$ cat src/rtl/a20g_pkg.sv
package a20g_pkg;
    localparam logic [7:0] PORT_DATA   = 8'h60;
    localparam logic [7:0] PORT_CMD    = 8'h64;
    localparam logic [7:0] CMD_WR_OUTP = 8'hD1;
    localparam int         GATE_BIT    = 1;
    localparam int         IBF_BIT     = 1;

    typedef enum logic [1:0] {
        ACC_NONE = 2'd0,
        ACC_CMD  = 2'd1,
        ACC_DATA = 2'd2
    } acc_kind_e;

    typedef struct packed {
        acc_kind_e  kind;
        logic [7:0] data;
    } bus_acc_t;

    function automatic acc_kind_e classify(input logic wr, input logic [7:0] port);
        if (!wr)                 return ACC_NONE;
        else if (port == PORT_CMD)  return ACC_CMD;
        else if (port == PORT_DATA) return ACC_DATA;
        else                     return ACC_NONE;
    endfunction

    function automatic logic [7:0] status_byte(input logic ibf);
        logic [7:0] s;
        s = 8'h00;
        s[IBF_BIT] = ibf;
        return s;
    endfunction
endpackage

$ cat src/rtl/a20g_busy_timer.sv
module a20g_busy_timer #(
    parameter int BUSY_CYCLES = 4
) (
    input  logic clk,
    input  logic rst,
    input  logic start,
    output logic busy
);
    localparam int CNT_W = $clog2(BUSY_CYCLES + 1);

    logic [CNT_W-1:0] cnt_q;

    always_ff @(posedge clk) begin
        if (rst)
            cnt_q <= '0;
        else if (start)
            cnt_q <= CNT_W'(BUSY_CYCLES);
        else if (cnt_q != '0)
            cnt_q <= cnt_q - 1'b1;
    end

    assign busy = (cnt_q != '0);
endmodule

$ cat src/rtl/a20g_outport.sv
module a20g_outport
    import a20g_pkg::*;
(
    input  logic       clk,
    input  logic       rst,
    input  bus_acc_t   acc,
    output logic [7:0] outport,
    output logic       armed
);
    logic [7:0] outport_q;
    logic       armed_q;

    always_ff @(posedge clk) begin
        if (rst) begin
            outport_q <= 8'h00;
            armed_q   <= 1'b0;
        end else begin
            unique case (acc.kind)
                ACC_CMD:  armed_q <= (acc.data == CMD_WR_OUTP);
                ACC_DATA: begin
                    if (armed_q)
                        outport_q <= acc.data;
                    armed_q <= 1'b0;
                end
                default: ;
            endcase
        end
    end

    assign outport = outport_q;
    assign armed   = armed_q;
endmodule

$ cat src/rtl/a20g_addr_mask.sv
module a20g_addr_mask #(
    parameter int ADDR_W   = 32,
    parameter int MASK_BIT = 20
) (
    input  logic [ADDR_W-1:0] addr_in,
    input  logic              pass,
    output logic [ADDR_W-1:0] addr_out
);
    localparam logic [ADDR_W-1:0] CLEAR_MASK = ~(ADDR_W'(1) << MASK_BIT);

    always_comb begin
        if (pass)
            addr_out = addr_in;
        else
            addr_out = addr_in & CLEAR_MASK;
    end
endmodule

$ cat src/rtl/a20_gate_ctrl.sv
module a20_gate_ctrl
    import a20g_pkg::*;
#(
    parameter int ADDR_W      = 32,
    parameter int MASK_BIT    = 20,
    parameter int BUSY_CYCLES = 4
) (
    input  logic              clk,
    input  logic              rst,
    input  logic              io_wr,
    input  logic              io_rd,
    input  logic [7:0]        io_port,
    input  logic [7:0]        io_wdata,
    output logic [7:0]        io_rdata,
    input  logic [ADDR_W-1:0] addr_in,
    output logic [ADDR_W-1:0] addr_out,
    output logic              gate_open
);
    bus_acc_t   acc;
    logic       ibf;
    logic       armed;
    logic [7:0] outport;

    always_comb begin
        acc.kind = classify(io_wr, io_port);
        acc.data = io_wdata;
    end

    a20g_busy_timer #(.BUSY_CYCLES(BUSY_CYCLES)) u_busy (
        .clk   (clk),
        .rst   (rst),
        .start (acc.kind != ACC_NONE),
        .busy  (ibf)
    );

    a20g_outport u_outp (
        .clk     (clk),
        .rst     (rst),
        .acc     (acc),
        .outport (outport),
        .armed   (armed)
    );

    assign gate_open = outport[GATE_BIT];

    a20g_addr_mask #(.ADDR_W(ADDR_W), .MASK_BIT(MASK_BIT)) u_mask (
        .addr_in  (addr_in),
        .pass     (gate_open),
        .addr_out (addr_out)
    );

    assign io_rdata = (io_rd && io_port == PORT_CMD) ? status_byte(ibf) : 8'h00;
endmodule

$ cat config.mk
export PLATFORM = sky130hd
export DESIGN_NAME = a20_gate_ctrl
export DESIGN_NICKNAME = d
export VERILOG_FILES = /design/src/rtl/a20g_pkg.sv /design/src/rtl/a20g_busy_timer.sv /design/src/rtl/a20g_outport.sv /design/src/rtl/a20g_addr_mask.sv /design/src/rtl/a20_gate_ctrl.sv
export SDC_FILE = /design/constraint.sdc
export NUM_CORES = 1
export LEC_CHECK = 0
export BUFFER_PORTS_ARGS = -buffer_cell sky130_fd_sc_hd__buf_2
export CORE_MARGIN = 5
export CORE_UTILIZATION = 32
export DETAILED_ROUTE_END_ITERATION = 16
export GPL_ROUTABILITY_DRIVEN = 0
export HOLD_SLACK_MARGIN = 0.12
export PLACE_DENSITY_LB_ADDON = 0.08
export SLEW_MARGIN = 20
export SYNTH_ARGS = -nofsm -noshare
export SYNTH_HDL_FRONTEND = slang
export SYNTH_SLANG_ARGS = --single-unit
$ cat constraint.sdc
create_clock -name clk -period 4.55 [get_ports clk]
set_input_delay 0.6825 -clock clk [delete_from_list [all_inputs] [get_ports clk]]
set_output_delay 0.6825 -clock clk [all_outputs]
set_load 0.05 [all_outputs]
==> run metrics <==
status complete, no violations; vias approximately 430; Max Cap Viol 0; library cells used by synthesis 20; sequential area share after synthesis 0.156; port buffer count 23; Final WS setup 2230 ps; worst hold endpoint u_outp.outport[1]$_SDFFE_PP0P_; Crit. End Element primary output; CP arrival 1640 ps; worst path buffer plus inverter count 2; RSZ-0062 raised after global routing false; aggregate routed wire length 1140 um; fin. max-slew vios 0; top-area cell type share of the netlist area 0.444; number of global-route vias before repair 400; Detailed Route Iter0 Violations 4; Placement Setup Slack 2220 ps; WP data required between 3000 and 4000 ps; Seq cells post-synth 5; global-route wire length before repair roughly 1600 um; Die ar. 3010 sq um; Core Area between 1500 and 2000 sq um; Hold Crit Class register to register; CP most frequent cell buf_2; drt via density 4.09; wire per inst 11.0 um; Worst setup SP type input pin; worst hold stages 2; worst-path cell chain buf_2 > nor4b_4 > nand3_1 > nor3_1 > buf_2; Area growth, synth to finish -13.6%; r2r setup slk between 3000 and 4000 ps; final setup violation count 0; Ys Warns 0; CP Max Fanout 2; largest net degree at the start of global routing 6; setup TNS 0 ps; initial antenna violation count 0; WHS roughly 470 ps; Initial Utilization 0.331; EDFF count, synth 0; Final HPWL DP 987 um; count leader, synth buf_4; Non-Filler Instances between 100 and 150; Clock Sinks 5; GRT Util Overall 0.0752; CTS tree built; num ports 93; cell area after layout ~560 sq um; DRT antenna net count 0; post-synth top area cell buf_4; post-cts gate resize count 0; syn_area_per_cell approximately 7.8 sq um; Hold Fails Final Rpt 0; hold_sp u_outp.outport[1]$_SDFFE_PP0P_; Crit Path Category input pin to primary output; CTS Hold Bufs 0; Synth Instances 82; R2R cell count 5; ranking of synthesized cells by area buf_4 (44%), dfxtp_1 (16%), ha_1 (9.7%), nor4b_4 (3.7%), inv_1 (3.5%); min Tclk post-route 2320 ps; Slowest cell on crit path buf_2; 1st-pass router iterations 2; Layout Skew between 0.04 and 0.05 ps; P_leak 0.275 nW; max frequency between 400 and 500 MHz; synthesized area 643 sq um; ant diodes 0; asr flop ratio synth 0; Cells after DPL 100; CTS H-tree depth 1; Max clock buf depth 2; Reg clk slew, reported paths around 40 ps; dpl cell area approximately 530 sq um; Final Total Pwr roughly 0.18 mW; peak supply drop between 0.15 and 0.2 mV; share of layout cells above drive strength 1 0.351; Chip Height roughly 55 um; Nets 135; Core Util, Final 0.286; Clock Latency Late Sink approximately 240 ps; reg2reg start u_busy.cnt_q[0]$_SDFFE_PP0P_; Top Family by Delay on Critical Path simple AND/OR/NAND/NOR gates; Post-CTS Setup Bufs 0; global route overflow 0; number of remaining DRC errors 0; root buf cell clkbuf_4; row count 16; P per Cell Area roughly 320 nW/um^2; main flop type after synthesis dfxtp_1; Die Wd approximately 55 um; FF-to-FF End u_busy.cnt_q[2]$_SDFFE_PP0P_; CTS Buf Count 3; CP max stage delay approximately 290 ps; most frequent cells after synthesis buf_4 (38), inv_1 (6), nor2_1 (6), dfxtp_1 (5), ha_1 (5); post-route clock period utilization 0.511
-- cells in the final DEF (no fill, tap or decap), drive strengths merged --
master	count
nand4	1
nand2	3
buf	23
inv	6
dfxtp	5
or2	1
nand3	3
nor3	1
nand2b	2
and2	1
a21oi	3
nor4b	2
xor2	1
nor2	6
mux2i	1
conb	7
nand4b	1
ha	5
o32ai	1
clkbuf	4
-- logic make-up (layout without fill, tap and decap cells) --
logic type,count (synthesis),after routing,synth area share
compound gates,4,4,0.0370
xor+xnor,1,1,0.0136
fa+ha+maj,5,5,0.0973
buf+inv,44,33,0.479
flops,5,5,0.156
mux,1,1,0.0156
other cells,1,7,0.00583
simple gates,21,21,0.196
-- cell type report --
class	count	area (sq um)
clock buffer	4	26.3
fill	232	1390
inverter	6	22.5
multi-input combinational	39	258
sequential	5	100
tap	27	33.8
timing repair buffer	23	115
-- registers in the layout, indices dropped and copies added, names as in the netlist --
name and cells:
u_busy.cnt_q 3, u_outp.armed 1, u_outp.outport 1
-- power breakdown --
part           leakage [nW]  internal [mW]  switching, mW  total (mW)
Clock                0.0150         0.0332         0.0192      0.0524
Combinational         0.220         0.0287         0.0433      0.0720
Sequential           0.0407         0.0516        0.00344      0.0550
Total                 0.275          0.114         0.0659       0.179
-- tightest hold or removal path, delay by kind of cell, from the launching register on --
kind / cells / cell delay (ps)
flops: 1 / 310
simple gates: 1 / 60
compound gates: 1 / 50
-- layer usage --
metal	vias to the layer above	global-route usage	share of wire
met5	-	0	0
met4	0	0.0539	0.050
met3	10	0.0572	0.16
met2	28	0.114	0.50
met1	182	0.0681	0.29
li1	205	-	-
-- worst max path at each step --
stage | from | endpoint | cells after the start
floorplan | io_port[7] | io_rdata[1] | 3
global placement | io_port[7] | io_rdata[1] | 5
detailed placement | io_port[7] | io_rdata[1] | 5
CTS | io_port[7] | io_rdata[1] | 5
global route | u_busy.cnt_q[0]$_SDFFE_PP0P_ | io_rdata[1] | 5
finish | io_port[7] | io_rdata[1] | 5
No activity file was read; power rests on OpenSTA's default activity.
